**src/rtl/cpu_pio_pkg.sv**
```systemverilog
package cpu_pio_pkg;
   localparam int unsigned BUS_ADDR_W  = 16;
   localparam int unsigned BUS_DATA_W  = 8;
   localparam int unsigned MIN_SYNC    = 2;

   typedef enum logic [1:0] {
      SEL_NONE = 2'b00,
      SEL_DIR  = 2'b01,
      SEL_DATA = 2'b10
   } pio_sel_e;
endpackage

```
**src/rtl/cpu_pio_decode.sv**
```systemverilog
module cpu_pio_decode
   import cpu_pio_pkg::*;
#(
   parameter int unsigned           ADDR_W    = BUS_ADDR_W,
   parameter logic [ADDR_W-1:0]     DIR_ADDR  = '0,
   parameter logic [ADDR_W-1:0]     DATA_ADDR = ADDR_W'(1)
) (
   input  logic [ADDR_W-1:0] addr,
   output pio_sel_e          sel,
   output logic              hit
);
   initial begin
      if (DIR_ADDR == DATA_ADDR)
         $fatal(1, "cpu_pio_decode: register addresses must differ");
   end

   always_comb begin
      if (addr == DIR_ADDR)       sel = SEL_DIR;
      else if (addr == DATA_ADDR) sel = SEL_DATA;
      else                        sel = SEL_NONE;
   end

   assign hit = (sel != SEL_NONE);
endmodule

```
**src/rtl/cpu_pio_sync.sv**
```systemverilog
module cpu_pio_sync
   import cpu_pio_pkg::*;
#(
   parameter int unsigned WIDTH  = BUS_DATA_W,
   parameter int unsigned STAGES = MIN_SYNC
) (
   input  logic             clk,
   input  logic             rst_n,
   input  logic [WIDTH-1:0] d_async,
   output logic [WIDTH-1:0] q_sync
);
   initial begin
      if (STAGES < MIN_SYNC)
         $fatal(1, "cpu_pio_sync: at least two stages required");
      if (WIDTH < 1)
         $fatal(1, "cpu_pio_sync: width must be positive");
   end

   logic [WIDTH-1:0] stg [STAGES];

   generate
      for (genvar s = 0; s < STAGES; s++) begin : g_stage
         if (s == 0) begin : g_first
            always_ff @(posedge clk or negedge rst_n) begin
               if (!rst_n) stg[0] <= '0;
               else        stg[0] <= d_async;
            end
         end else begin : g_next
            always_ff @(posedge clk or negedge rst_n) begin
               if (!rst_n) stg[s] <= '0;
               else        stg[s] <= stg[s-1];
            end
         end
      end
   endgenerate

   assign q_sync = stg[STAGES-1];
endmodule

```
**src/rtl/cpu_pio_regs.sv**
```systemverilog
module cpu_pio_regs
   import cpu_pio_pkg::*;
#(
   parameter int unsigned WIDTH = BUS_DATA_W
) (
   input  logic             clk,
   input  logic             rst_n,
   input  logic             we,
   input  pio_sel_e         sel,
   input  logic [WIDTH-1:0] wdata,
   input  logic [WIDTH-1:0] pins_sync,
   output logic [WIDTH-1:0] dir_q,
   output logic [WIDTH-1:0] latch_q,
   output logic [WIDTH-1:0] rdata
);
   logic [WIDTH-1:0] port_view;

   always_ff @(posedge clk or negedge rst_n) begin
      if (!rst_n) begin
         dir_q   <= '0;
         latch_q <= '0;
      end else if (we) begin
         if (sel == SEL_DIR)  dir_q   <= wdata;
         if (sel == SEL_DATA) latch_q <= wdata;
      end
   end

   generate
      for (genvar b = 0; b < WIDTH; b++) begin : g_bit
         assign port_view[b] = dir_q[b] ? latch_q[b] : pins_sync[b];
      end
   endgenerate

   always_comb begin
      case (sel)
         SEL_DIR:  rdata = dir_q;
         SEL_DATA: rdata = port_view;
         default:  rdata = '0;
      endcase
   end

   AST_DIR_LOAD: assert property (@(posedge clk) disable iff (!rst_n)
      (we && sel == SEL_DIR) |=> dir_q == $past(wdata));
   AST_LATCH_LOAD: assert property (@(posedge clk) disable iff (!rst_n)
      (we && sel == SEL_DATA) |=> latch_q == $past(wdata));
   AST_MISS_KEEPS_STATE: assert property (@(posedge clk) disable iff (!rst_n)
      !(we && sel != SEL_NONE) |=> ($stable(dir_q) && $stable(latch_q)));
   AST_LATCH_HELD_ON_DIR: assert property (@(posedge clk) disable iff (!rst_n)
      (we && sel == SEL_DIR) |=> $stable(latch_q));
   AST_READ_MISS_ZERO: assert property (@(posedge clk) disable iff (!rst_n)
      (sel == SEL_NONE) |-> rdata == '0);
endmodule

```
**src/rtl/cpu_pio_port.sv**
```systemverilog
module cpu_pio_port
   import cpu_pio_pkg::*;
#(
   parameter int unsigned ADDR_W      = BUS_ADDR_W,
   parameter int unsigned WIDTH       = BUS_DATA_W,
   parameter int unsigned SYNC_STAGES = MIN_SYNC
) (
   input  logic              clk,
   input  logic              rst_n,
   input  logic [ADDR_W-1:0] bus_addr,
   input  logic              bus_we,
   input  logic [WIDTH-1:0]  bus_wdata,
   output logic [WIDTH-1:0]  bus_rdata,
   output logic              ext_mem_inhibit,
   output logic [WIDTH-1:0]  pad_out,
   output logic [WIDTH-1:0]  pad_oe,
   input  logic [WIDTH-1:0]  pad_in
);
   initial begin
      if (ADDR_W < 1)
         $fatal(1, "cpu_pio_port: address width must be at least 1");
   end

   pio_sel_e         sel;
   logic             hit;
   logic [WIDTH-1:0] pins_sync;

   cpu_pio_decode #(
      .ADDR_W   (ADDR_W),
      .DIR_ADDR ('0),
      .DATA_ADDR(ADDR_W'(1))
   ) u_dec (
      .addr(bus_addr),
      .sel (sel),
      .hit (hit)
   );

   cpu_pio_sync #(
      .WIDTH (WIDTH),
      .STAGES(SYNC_STAGES)
   ) u_sync (
      .clk    (clk),
      .rst_n  (rst_n),
      .d_async(pad_in),
      .q_sync (pins_sync)
   );

   cpu_pio_regs #(
      .WIDTH(WIDTH)
   ) u_regs (
      .clk      (clk),
      .rst_n    (rst_n),
      .we       (bus_we),
      .sel      (sel),
      .wdata    (bus_wdata),
      .pins_sync(pins_sync),
      .dir_q    (pad_oe),
      .latch_q  (pad_out),
      .rdata    (bus_rdata)
   );

   assign ext_mem_inhibit = hit;

   AST_INHIBIT_LOW_ADDR: assert property (@(posedge clk) disable iff (!rst_n)
      (bus_addr > ADDR_W'(1)) |-> !ext_mem_inhibit);
   AST_RESET_INPUTS: assert property (@(posedge clk)
      !rst_n |-> (pad_oe == '0 && pad_out == '0));
endmodule

```
**config.mk**
```make
export PLATFORM = sky130hd
export DESIGN_NAME = cpu_pio_port
export DESIGN_NICKNAME = d
export VERILOG_FILES = /design/src/rtl/cpu_pio_pkg.sv /design/src/rtl/cpu_pio_decode.sv /design/src/rtl/cpu_pio_sync.sv /design/src/rtl/cpu_pio_regs.sv /design/src/rtl/cpu_pio_port.sv
export SDC_FILE = /design/constraint.sdc
export NUM_CORES = 1
export LEC_CHECK = 0
export CAP_MARGIN = 10
export CORE_MARGIN = 3
export CORE_UTILIZATION = 50
export DETAILED_ROUTE_END_ITERATION = 6
export DONT_BUFFER_PORTS = 1
export PLACE_DENSITY_LB_ADDON = 0.08
export SYNTH_ARGS = -nofsm -noshare
export SYNTH_HDL_FRONTEND = slang
export SYNTH_HIERARCHICAL = 1
export SYNTH_SLANG_ARGS = --single-unit
```
**constraint.sdc**
```tcl
create_clock -name clk -period 5.3 [get_ports clk]
set_input_delay 0.53 -clock clk [delete_from_list [all_inputs] [get_ports clk]]
set_output_delay 0.53 -clock clk [all_outputs]
set_load 0.01 [all_outputs]
```
Word level (Yosys, flattened, before mapping)
Cells that the tools add are included.
{ "totals": {"register_bits": 32, "input_bits": 35, "output_inout_bits": 25, "elab_cells": 22} }
{ "op_classes": {"n_eq_ne": 3, "mux": 11, "reduce_logical": 4} }
{ "op_table": {"columns": ["cell", "n"], "rows": [
  ["16-bit by 1-bit equality test with 1-bit output (second input constant)", 1],
  ["16-bit zero test", 1],
  ["8-bit one-hot mux with 2 select lines", 1],
  ["1-bit 2-to-1 mux", 8],
  ["2-bit 2-to-1 mux", 2],
  ["2-bit AND reduction", 2],
  ["2-bit by 1-bit equality test with 1-bit output (second input constant)", 1],
  ["2-bit equality test (second input constant)", 1],
  ["2-bit nonzero test", 1]
]} }

Logic depth before layout (Yosys ltp)
Gate-level depths: netlist of run 1.
{ "depth": {"depth_word": 5, "depth_mapped": 8} }

Modules after synthesis
The synthesis of run 1 kept the hierarchy.
{ "modules_own_cells": {"columns": ["mod", "n_inst", "cells_per_inst", "area_per_inst_um2", "seq_area_each_um2"], "rows": [
  ["cpu_pio_regs", 1, 68, 819.5, 400.4],
  ["cpu_pio_sync", 1, 24, 460.4, 400.4],
  ["cpu_pio_decode", 1, 10, 48.8, 0.0]
]} }

Least setup slack after synthesis of run 1
Ideal clock, no wire load.
{ "synth_path": {"kind": "input to output", "startpoint": "input bus_addr[7]", "endpoint": "output bus_rdata[3]", "t_arrival_ns": 2.072, "required_ns": 4.770, "setup_slack_ns": 2.698, "path_stages": 8, "n_path_buf": 1, "path_cell_list": "nor4_1 nand2_1 nor3_1 inv_1 ha_1 clkbuf_1 nand2b_1 o21ai_0"} }
{ "synth_lines": {"columns": ["element", "line_no", "text"], "rows": [
  ["start: declaration", "cpu_pio_port.sv:10", "input logic [ADDR_W-1:0] bus_addr,"],
  ["16-bit zero test *", "cpu_pio_decode.sv:18", "if (addr == DIR_ADDR) sel = SEL_DIR;"],
  ["2-bit 2-to-1 mux *", "cpu_pio_decode.sv:18", null],
  ["via sel[0]", "cpu_pio_port.sv:24", "pio_sel_e sel;"],
  ["2-bit equality test / 2-bit by 1-bit equality test with 1-bit output (equally long branches)", "cpu_pio_regs.sv:35", "case (sel)"],
  ["8-bit one-hot mux with 2 select lines *", "cpu_pio_regs.sv:35", null],
  ["end: declaration", "cpu_pio_port.sv:13", "output logic [WIDTH-1:0] bus_rdata,"]
]} }
Mark *: on every way through the listed nets, which the timed path passes. The rest lies on a longest branch.

Worst setup path after layout of run 1
{ "layout_path": {"startpoint": "input bus_addr[10]", "endpoint": "output bus_rdata[5]"} }
{ "layout_via": {"elab_chain_cells": 5} }
{ "layout_rtl": {"columns": ["element", "line_no", "text"], "rows": [
  ["16-bit by 1-bit equality test with 1-bit output", "cpu_pio_decode.sv:19", "else if (addr == DATA_ADDR) sel = SEL_DATA;"],
  ["2-bit 2-to-1 mux", "cpu_pio_decode.sv:19", null],
  ["2-bit 2-to-1 mux *", "cpu_pio_decode.sv:18", null],
  ["via sel[1]", "cpu_pio_port.sv:24", null],
  ["2-bit equality test / 2-bit by 1-bit equality test with 1-bit output (equally long branches)", "cpu_pio_regs.sv:35", null],
  ["8-bit one-hot mux with 2 select lines *", "cpu_pio_regs.sv:35", null]
]} }
Marks and branches as above.

==> results of run 1 <==
[synthesized netlist by cell type (all sizes together)]
cell,number,share of area [%]
a21oi,6,2.3
a311oi,6,4.0
buf,9,5.4
clkbuf,1,0.28
dfrtp,32,60
ha,3,2.8
inv,4,1.1
mux2,16,14
mux2i,2,1.5
nand2,10,3.2
nand2b,2,0.94
nand3b,2,1.1
nor2,1,0.28
nor3,3,1.1
nor4,3,1.4
o21ai,2,0.75
[per-layer routing]
layer	track usage, %	vias to the layer above	wire, µm	share of wire, %
met3	10.9	5	318	13
met4	7.95	0	31	1.2
met2	26.1	47	1170	47
met1	18.6	370	963	39
li1	-	352	-	-
met5	0	-	0	0
[cell families after synthesis]
group / count (synthesis)
flops: 32
simple gates: 21
mux: 18
compound gates: 14
buf+inv: 14
fa+ha+maj: 3
[sequential cells by signal, summed over array words and instances (netlist names)]
name,flops
u_sync/q_sync,8
u_sync/stg,8
u_regs/dir_q,8
u_regs/latch_q,8
[stage by stage]
stage,hold slack [ns],setup WS [ns]
6_report,0.225,2.37
5_1_grt,0.174,2.19
4_1_cts,0.0104,2.33
3_5_place_dp,0.235,2.33
3_3_place_gp,0.235,2.41
2_1_floorplan,0.234,2.70
[worst max path at each step]
stage	from	end	slack (ns)	cells after the start
6_report	bus_addr[10]	bus_rdata[5]	2.37	6
5_1_grt	bus_addr[10]	bus_rdata[2]	2.19	6
4_1_cts	bus_addr[10]	bus_rdata[5]	2.33	6
3_5_place_dp	bus_addr[10]	bus_rdata[5]	2.33	6
3_3_place_gp	bus_addr[10]	bus_rdata[5]	2.41	6
2_1_floorplan	bus_addr[7]	bus_rdata[3]	2.70	8
[critical path, delay by kind of cell]
kind	cells	cell delay, ns
AOI/OAI and AO/OA	2	0.62
adders and majority gates	1	0.52
and+or+nand+nor	3	0.72
[what timing repair did]
item,4_1_cts,5_1_grt
hold endpoints to repair,32,12
setup endpoints to repair,0,0
hold buffers,1,1
gates resized for setup,0,0
[power by group through the flow]
stage	logic, mW	clock network, mW	registers [mW]
2_1_floorplan	0.00547	0	0.256
3_3_place_gp	0.00146	0	0.257
3_5_place_dp	0.00148	0	0.257
4_1_cts	0.00793	0.148	0.252
5_1_grt	0.00958	0.162	0.253
6_report	0.00815	0.141	0.252
[area by class of cell]
type	count	area [µm²]
inverters	4	15.0
multi-input cells	56	438
flip-flops and latches	32	801
fillers	216	1120
clock buffers	8	58.8
repair buffers	2	30.0
well taps	30	37.5
==> flow_metrics.env, run 1 <==
export IMPL_grt_max_degree=33
export IMPL_vias_per_cell=5.86
export IMPL_yosys_warnings=6
export IMPL_startpoint_type="primary input"
export IMPL_avgRoutedWirePerCell_um=18.8
export IMPL_finalClockSkew_ns=0.00614
export IMPL_clk_path_buf_depth=2
export IMPL_worst_setup_path_end_kind="output pin"
export IMPL_synth_yosys_seq_area_share_pct=60.3
export IMPL_drv_cap=0
export IMPL_track_usage_pct=17.1
export IMPL_synth_top_family_by_area="multiplexers"
export IMPL_layout_commonest_cell="dfrtp_1"
export IMPL_tns_ns=0
export IMPL_r2r_start="u_regs/dir_q[3]"
export IMPL_synth_fp_nets=140
export IMPL_switchingPower_uw=82.6
export IMPL_die_y_um=57.6
export IMPL_syn_to_final_growth_pct=3.86
export IMPL_post_synth_cell_area_avg_um2=13.0
export IMPL_synth_distinct_cells=18
export IMPL_ant_nets=0
export IMPL_grt_pass1_wl_um=4010
export IMPL_max_freq_ghz=0.341
export IMPL_p_int_uw=318
export IMPL_placed_cell_area_um2=1290
export IMPL_reg2reg_to="u_regs/dir_q[3]"
export IMPL_htreeDepth=2
export IMPL_status="complete, no violations"
export IMPL_rsz0062_at_grt="no"
export IMPL_final_max_slew_viol_count=0
export IMPL_regToRegSetupSlack_ns=4.44
export IMPL_synth_xor_area_share_pct=0
export IMPL_antenna_found_initial=0
export IMPL_port_buffers=0
export IMPL_ir_worst_vdd_uv=212
export IMPL_total_leakage_power_nw=0.600
export IMPL_netlist_area_um2=1330
export IMPL_drc_errors=0
export IMPL_wl_um=2490
export IMPL_synthAdderAreaFrac_pct=2.82
export IMPL_ys_seq_elements=32
export IMPL_critical_path_slowest_cell="ha_1"
export IMPL_swShare_pct=20.6
export IMPL_cts_buffers_inserted=5
export IMPL_setup_viol=0
export IMPL_slew_headroom_pct=65.3
export IMPL_dp_cells=122
export IMPL_dp_hpwl_um=1780
export IMPL_tightest_slew_ns=0.517
export IMPL_finalCriticalPeriod_ns=2.93
export IMPL_period_share_pct=55.4
export IMPL_holdCritStartpoint="pad_in[4]"
export IMPL_worstPathArrival_ns=2.40
export IMPL_utilization_pct=55.2
export IMPL_nets=139
export IMPL_hp_class="primary input to flip-flop"
export IMPL_pin_count=60
export IMPL_synth_compound_area_share_pct=6.97
export IMPL_total_power_uw=401
export IMPL_cts_setup_buffers=0
export IMPL_synth_mux_area_share_pct=15.1
export IMPL_root_buffer="clkbuf_4"
export IMPL_drive_above_1_share_pct=24.5
export IMPL_hold_violations=0
export IMPL_critical_path_max_fanout=13
export IMPL_r2r_cells=1
export IMPL_first_pass_iters=3
export IMPL_clock_latency_ns=0.32
export IMPL_cp_data_required_time_ns=4.77
export IMPL_drtIter0Drc=38
export IMPL_syn_inst=102
export IMPL_n_antenna_cell=0
export IMPL_p_comb_share_pct=2.0
export IMPL_cts_tree="yes"
export IMPL_dieArea_um2=3310
export IMPL_cts_sinks=32
export IMPL_final_cell_mix="32 x dfrtp_1, 16 x mux2_2, 8 x nand2_1"
export IMPL_path_class="primary input to output pin"
export IMPL_core_um2=2500
export IMPL_start_util_pct=53.2
export IMPL_slowest_delay_ns=0.52
export IMPL_overflow=0
export IMPL_dr_total_vias=774
export IMPL_whs_path_depth=0
export IMPL_die_w_um=57.6
export IMPL_whs_endpoint="u_sync/stg[12]"
export IMPL_clockPowerShare_pct=35.2
export IMPL_cts_clk_slew_worst_paths_ns=0.09
export IMPL_grt_pass1_vias=824
export IMPL_p_per_area_nw_per_um2=291
export IMPL_gp_congestion=0.671
export IMPL_pwr_share_seq_pct=62.8
export IMPL_final_cells=132
export IMPL_design_area_um2=1380
export IMPL_rows=18
export IMPL_path_cells="nor4_1 > nand2_1 > nor3_1 > ha_1 > a21oi_1 > a311oi_1"
export IMPL_synth_simple_area_share_pct=8.10
Note: power is estimated with default switching activity, not from simulation.
==> inputs of run 2 (changes only) <==
- ABC_AREA: unset -> 1
- clock period: 5.3 -> 3.01 ns (I/O delays scaled with it)
==> run 2 against run 1 <==
Compared with the run above:
- total power rose by 78%
- non-clock buffer count up 8
- utilization increased by 1.7 points
- final cell count grew 64%
- worst hold slack got worse by 0.091 ns
- cell area up 15%
- global-route usage rose by 0.55 points
- flip-flop and latch count stayed put
- via count rose by 36%
- synthesized cell count rose by 75%
- sequential power up 76%
- largest cell class unchanged
- highest routed layer unchanged
==> flow_metrics.env, run 2 <==
export IMPL_status="complete, no violations"
export IMPL_critical_path_slowest_cell="ha_1"
export IMPL_dieArea_um2=3620
export IMPL_cpLargestDelayFamily="simple AND/OR/NAND/NOR gates"
export IMPL_n_antenna_cell=0
export IMPL_startpoint_type="primary input"
export IMPL_start_util_pct=52.8
export IMPL_synth_enable_flop_cells=0
export IMPL_synth_top_family_by_area="simple AND/OR/NAND/NOR gates"
export IMPL_worstPathArrival_ns=1.66
export IMPL_critical_path_max_fanout=14
export IMPL_gp_congestion=0.738
export IMPL_worst_slack_ns=1.05
export IMPL_drtIter0Drc=56
export IMPL_finalClockSkew_ns=0.00461
export IMPL_pin_count=60
export IMPL_utilization_pct=56.9
export IMPL_rows=19
export IMPL_drv_cap=0
export IMPL_track_usage_pct=17.7
export IMPL_p_per_area_nw_per_um2=452
export IMPL_cts_clk_slew_worst_paths_ns=0.08
export IMPL_synth_top_area_cell="dfrtp_1"
export IMPL_tns_ns=0
export IMPL_port_buffers=0
export IMPL_synth_mux_area_share_pct=0
export IMPL_first_pass_iters=4
export IMPL_post_synth_cell_area_avg_um2=8.21
export IMPL_vias_per_cell=4.84
export IMPL_rsz0062_at_grt="no"
export IMPL_grt_pass1_wl_um=4470
export IMPL_synth_top_flop_cell="dfrtp_1"
export IMPL_total_leakage_power_nw=0.731
export IMPL_max_freq_ghz=0.509
export IMPL_clock_latency_ns=0.32
export IMPL_dp_hpwl_um=1990
export IMPL_root_buffer="clkbuf_4"
export IMPL_syn_inst=179
export IMPL_overflow=0
export IMPL_holdCritStartpoint="bus_wdata[5]"
export IMPL_tightest_slew_ns=0.454
export IMPL_whs_endpoint="u_regs/latch_q[5]"
export IMPL_cts_tree="yes"
export IMPL_yosys_top_cells_area="dfrtp_1 55%, nand2_1 16%, inv_1 7.9%"
export IMPL_yosysMostFrequentCell="nand2_1"
export IMPL_cp_data_required_time_ns=2.71
export IMPL_whs_path_depth=2
export IMPL_synth_top_area_share_pct=54.5
export IMPL_path_common_cell="nand2_1"
export IMPL_r2r_cells=2
export IMPL_dp_cells=199
export IMPL_die_w_um=60.2
export IMPL_drc_errors=0
export IMPL_synthAdderAreaFrac_pct=2.56
export IMPL_path_class="primary input to output pin"
export IMPL_synth_yosys_seq_area_share_pct=54.5
export IMPL_grt_pass1_vias=1065
export IMPL_setup_viol=0
export IMPL_ir_worst_vdd_uv=364
export IMPL_wl_um=2760
export IMPL_period_share_pct=65.2
export IMPL_nets=223
export IMPL_finalCriticalPeriod_ns=1.96
export IMPL_yosys_warnings=6
export IMPL_avgRoutedWirePerCell_um=12.7
export IMPL_clk_path_buf_depth=2
export IMPL_htreeDepth=2
export IMPL_worst_setup_path_end_kind="output pin"
export IMPL_synth_compound_area_share_pct=8.18
export IMPL_layout_commonest_cell="nand2_1"
export IMPL_total_power_uw=715
export IMPL_ys_seq_elements=32
export IMPL_synth_simple_area_share_pct=20.4
export IMPL_reg2reg_to="u_regs/dir_q[6]"
export IMPL_final_max_slew_viol_count=0
export IMPL_dr_total_vias=1050
export IMPL_hp_class="primary input to flip-flop"
export IMPL_regToRegSetupSlack_ns=2.26
export IMPL_antenna_found_initial=0
export IMPL_slowest_delay_ns=0.44
export IMPL_cts_buffers_inserted=5
export IMPL_synth_xor_area_share_pct=0
export IMPL_core_um2=2780
export IMPL_final_cell_mix="64 x nand2_1, 32 x dfrtp_1, 31 x inv_1"
export IMPL_cts_sinks=32
export IMPL_die_y_um=60.2
export IMPL_startpoint="bus_addr[3]"
export IMPL_drive_above_1_share_pct=5.38
export IMPL_slew_headroom_pct=69.7
export IMPL_netlist_area_um2=1470
export IMPL_r2r_start="u_regs/dir_q[6]"
export IMPL_hold_violations=0
export IMPL_synth_fp_nets=217
export IMPL_yosys_top_cells_count="64 x nand2_1, 32 x dfrtp_1, 31 x inv_1, 14 x o21ai_0, 11 x nor2_1"
export IMPL_final_cells=217
export IMPL_pre_cts_ws_ns=1.04
export IMPL_fillers=265
export IMPL_crit_buf_inv=1
export IMPL_syn_to_final_growth_pct=7.75
export IMPL_synthArstFlopShare_pct=100
export IMPL_ant_nets=0
export IMPL_grt_max_degree=33
export IMPL_path_cells="nor2_1 > nand2_1 > nor2_1 > nand2_1 > inv_1 > ha_1 > nand2_1 > nand2_1 > nand2_1 > a21oi_1"
export IMPL_synth_distinct_cells=12
-- run 2: cell count changes after synthesis, moves of 3 or more --
cell	delta
nor2_1	+10
a311oi_1	-6
mux2_2	-16
nor3_1	-3
nand2_1	+56
inv_1	+27
nor4_1	-3
o21ai_0	+12
-- run 2: worst max-delay path by stage --
stage | end | slack, ns | cells past startpoint
final | bus_rdata[6] | 1.05 | 10
after global routing | bus_rdata[7] | 0.78 | 10
after CTS | bus_rdata[2] | 1.03 | 10
after detailed placement | bus_rdata[2] | 1.04 | 10
after global placement | bus_rdata[3] | 1.06 | 10
after floorplan | bus_rdata[0] | 1.29 | 10
-- run 2: area by class of cell --
| cell class | count | area [µm²] | share of cell area, % |
|---|---|---|---|
| Timing Repair Buffer | 10 | 110 | 6.96 |
| Clock buffer | 8 | 58.8 | 3.72 |
| Tap cell | 31 | 38.8 | 2.45 |
| Multi-Input combinational cell | 105 | 458 | 28.9 |
| Inverter | 31 | 116 | 7.35 |
| Sequential cell | 32 | 801 | 50.6 |
-- run 2: worst register-to-register path, cell delays in order, from the launching register on --
cell and delay (ns):
dfrtp_1 0.46, nand2_1 0.09, o21ai_0 0.08
-- run 2: metrics by stage --
step	instance area, µm²	hold WS [ns]
global placement	1410	0.00604
detailed placement	1410	0.00621
CTS	1580	0.112
global route	1580	0.120
floorplan	1470	0.00541
finish	1580	0.133
-- run 2: cells by family (layout without fill, tap and decap cells) --
| kind of cell | after synthesis | after routing |
|---|---|---|
| buffers and inverters | 42 | 49 |
| AND/OR/NAND/NOR | 78 | 78 |
| flip-flops | 32 | 32 |
| adder cells (fa/ha/maj) | 3 | 3 |
| AO/OA/AOI/OAI | 24 | 24 |
-- run 2: layer usage --
layer / GRT usage (%) / share of wire, % / vias to the layer above
met5: 0 / 0 / -
met4: 10.8 / 1.8 / 0
met3: 7.99 / 12 / 5
met2: 27.8 / 47 / 47
met1: 19.4 / 39 / 462
li1: - / - / 536
-- run 2: what timing repair did --
item	in CTS	in global routing
buffers inserted	0	0
gates resized for setup	0	0
hold buffers	10	0
endpoints found under the hold margin	40	0
-- run 2: power breakdown --
| part | internal, mW | switching [mW] | total [mW] | leakage [nW] |
|---|---|---|---|---|
| Sequential | 0.440 | 0.00322 | 0.444 | 0.410 |
| Combinational | 0.0134 | 0.0143 | 0.0277 | 0.288 |
| Clock | 0.115 | 0.128 | 0.244 | 0.0326 |
| Total | 0.569 | 0.146 | 0.715 | 0.731 |
==> inputs of run 3 (changes only) <==
- clock period: 3.01 -> 1.75 ns (I/O delays scaled with it)
==> run 3 against run 2 <==
Compared with the run above:
- clock skew decreased by 0.0041 ns
- first-iteration DRC count increased by 1.8%
- cell area increased by 8.6%
- die area unchanged
- critical path type unchanged
- largest cell class unchanged
==> flow_metrics.env, run 3 (same netlist as run 2, synthesis figures left out) <==
export IMPL_drive_above_1_share_pct=11.8
export IMPL_holdCritStartpoint="bus_wdata[0]"
export IMPL_cts_clk_slew_worst_paths_ns=0.10
export IMPL_grt_pass1_wl_um=4500
export IMPL_whs_endpoint="u_regs/latch_q[0]"
export IMPL_tightest_slew_ns=0.438
export IMPL_switchingPower_uw=285
export IMPL_r2r_cells=2
export IMPL_wl_um=2860
export IMPL_port_buffers=0
export IMPL_first_pass_iters=4
export IMPL_htreeDepth=2
export IMPL_reg2reg_to="u_regs/dir_q[5]"
export IMPL_dr_total_vias=1081
export IMPL_drc_errors=0
export IMPL_total_leakage_power_nw=0.777
export IMPL_rsz0062_at_grt="no"
export IMPL_clk_path_buf_depth=2
export IMPL_vias_per_cell=4.78
export IMPL_gp_congestion=0.778
export IMPL_core_um2=2780
export IMPL_finalClockSkew_ns=0.000544
export IMPL_n_antenna_cell=0
export IMPL_worstPathArrival_ns=1.36
export IMPL_drtIter0Drc=57
export IMPL_p_per_area_nw_per_um2=799
export IMPL_max_freq_ghz=0.650
export IMPL_tns_ns=0
export IMPL_path_class="primary input to output pin"
export IMPL_swShare_pct=20.8
export IMPL_start_util_pct=52.8
export IMPL_worst_setup_path_end_kind="output pin"
export IMPL_dp_hpwl_um=1950
export IMPL_pin_count=60
export IMPL_whs_path_depth=2
export IMPL_grt_pass1_vias=1077
export IMPL_setup_viol=0
export IMPL_die_y_um=60.2
export IMPL_ir_worst_vdd_uv=774
export IMPL_final_max_slew_viol_count=0
export IMPL_regToRegSetupSlack_ns=1.00
export IMPL_startpoint_type="primary input"
export IMPL_dieArea_um2=3620
export IMPL_root_buffer="clkbuf_4"
export IMPL_grt_max_degree=33
export IMPL_status="complete, no violations"
export IMPL_rows=19
export IMPL_p_comb_share_pct=4.4
export IMPL_avgRoutedWirePerCell_um=12.7
export IMPL_overflow=0
export IMPL_hold_violations=0
export IMPL_slew_headroom_pct=70.8
export IMPL_hp_class="primary input to flip-flop"
export IMPL_track_usage_pct=17.5
export IMPL_period_share_pct=87.9
export IMPL_final_cell_mix="64 x nand2_1, 32 x dfrtp_1, 30 x inv_1"
export IMPL_finalCriticalPeriod_ns=1.54
export IMPL_p_int_mw=1.09
export IMPL_cts_tree="yes"
export IMPL_total_power_mw=1.37
export IMPL_nets=232
export IMPL_cp_data_required_time_ns=1.57
export IMPL_cts_sinks=32
export IMPL_clock_latency_ns=0.33
export IMPL_r2r_start="u_regs/dir_q[5]"
export IMPL_clockPowerShare_pct=40.1
export IMPL_critical_path_max_fanout=8
export IMPL_fillers=237
export IMPL_layout_commonest_cell="nand2_1"
export IMPL_drv_cap=0
export IMPL_pwr_share_seq_pct=55.5
export IMPL_die_w_um=60.2
export IMPL_ant_nets=0
export IMPL_syn_to_final_growth_pct=17.0
export IMPL_antenna_found_initial=0
export IMPL_cts_setup_buffers=0
export IMPL_cts_buffers_inserted=5
[run 3: timing repair]
action,in CTS,in global routing
endpoints found under the setup margin,0,8
gates resized for setup,0,9
endpoints found under the hold margin,51,0
hold buffers,17,0
[run 3: worst max path at each step]
stage | cells past startpoint | slack [ns] | end | from
floorplan | 10 | 0.28 | bus_rdata[0] | bus_addr[15]
global placement | 10 | 0.11 | bus_rdata[3] | bus_addr[15]
detailed placement | 10 | 0.06 | bus_rdata[3] | bus_addr[15]
CTS | 10 | 0.06 | bus_rdata[3] | bus_addr[15]
global route | 10 | 0.04 | bus_rdata[6] | bus_addr[3]
finish | 9 | 0.21 | bus_rdata[6] | bus_addr[3]
[run 3: metal layers]
layer / track usage [%] / wire (µm) / vias to the layer above
met1: 18.7 / 1130 / 475
met4: 7.59 / 28 / 0
met3: 9.72 / 366 / 4
met5: 0 / 0 / -
met2: 28.2 / 1340 / 48
li1: - / - / 554
[run 3: area by class of cell]
class / count / area [µm²] / area share (%)
multi-input combinational: 105 / 488 / 28.4
sequential: 32 / 801 / 46.6
timing repair buffer: 19 / 195 / 11.4
inverter: 31 / 116 / 6.77
clock inverter: 3 / 42.5 / 2.47
clock buffer: 5 / 37.5 / 2.18
tap: 31 / 38.8 / 2.26
[run 3: power by group through the flow]
stage	sequential [mW]	combinational (mW)	clock [mW]
global route	0.765	0.0678	0.603
detailed placement	0.778	0.0131	0
finish	0.763	0.0601	0.551
global placement	0.778	0.0127	0
floorplan	0.776	0.0241	0
CTS	0.763	0.0609	0.567
[run 3: metrics by stage]
step | util (%) | std cells | instance area [µm²] | worst slack [ns] | hold WS, ns
2_1_floorplan | - | 179 | 1470 | 0.277 | -0.121
3_3_place_gp | 51.4 | 201 | 1430 | 0.106 | -0.120
3_5_place_dp | 51.4 | 201 | 1430 | 0.0624 | -0.120
4_1_cts | 60.7 | 226 | 1690 | 0.0567 | 0.00170
5_1_grt | 61.8 | 226 | 1720 | 0.0404 | 0.00377
6_report | 61.8 | 226 | 1720 | 0.212 | 0.00365
[run 3: critical path: stages]
cell	delay [ns]
nor2_1	0.11
nand2_1	0.07
nor2_1	0.09
nand2_1	0.07
inv_1	0.10
inv_1	0.05
ha_1	0.20
inv_1	0.34
a21oi_2	0.15
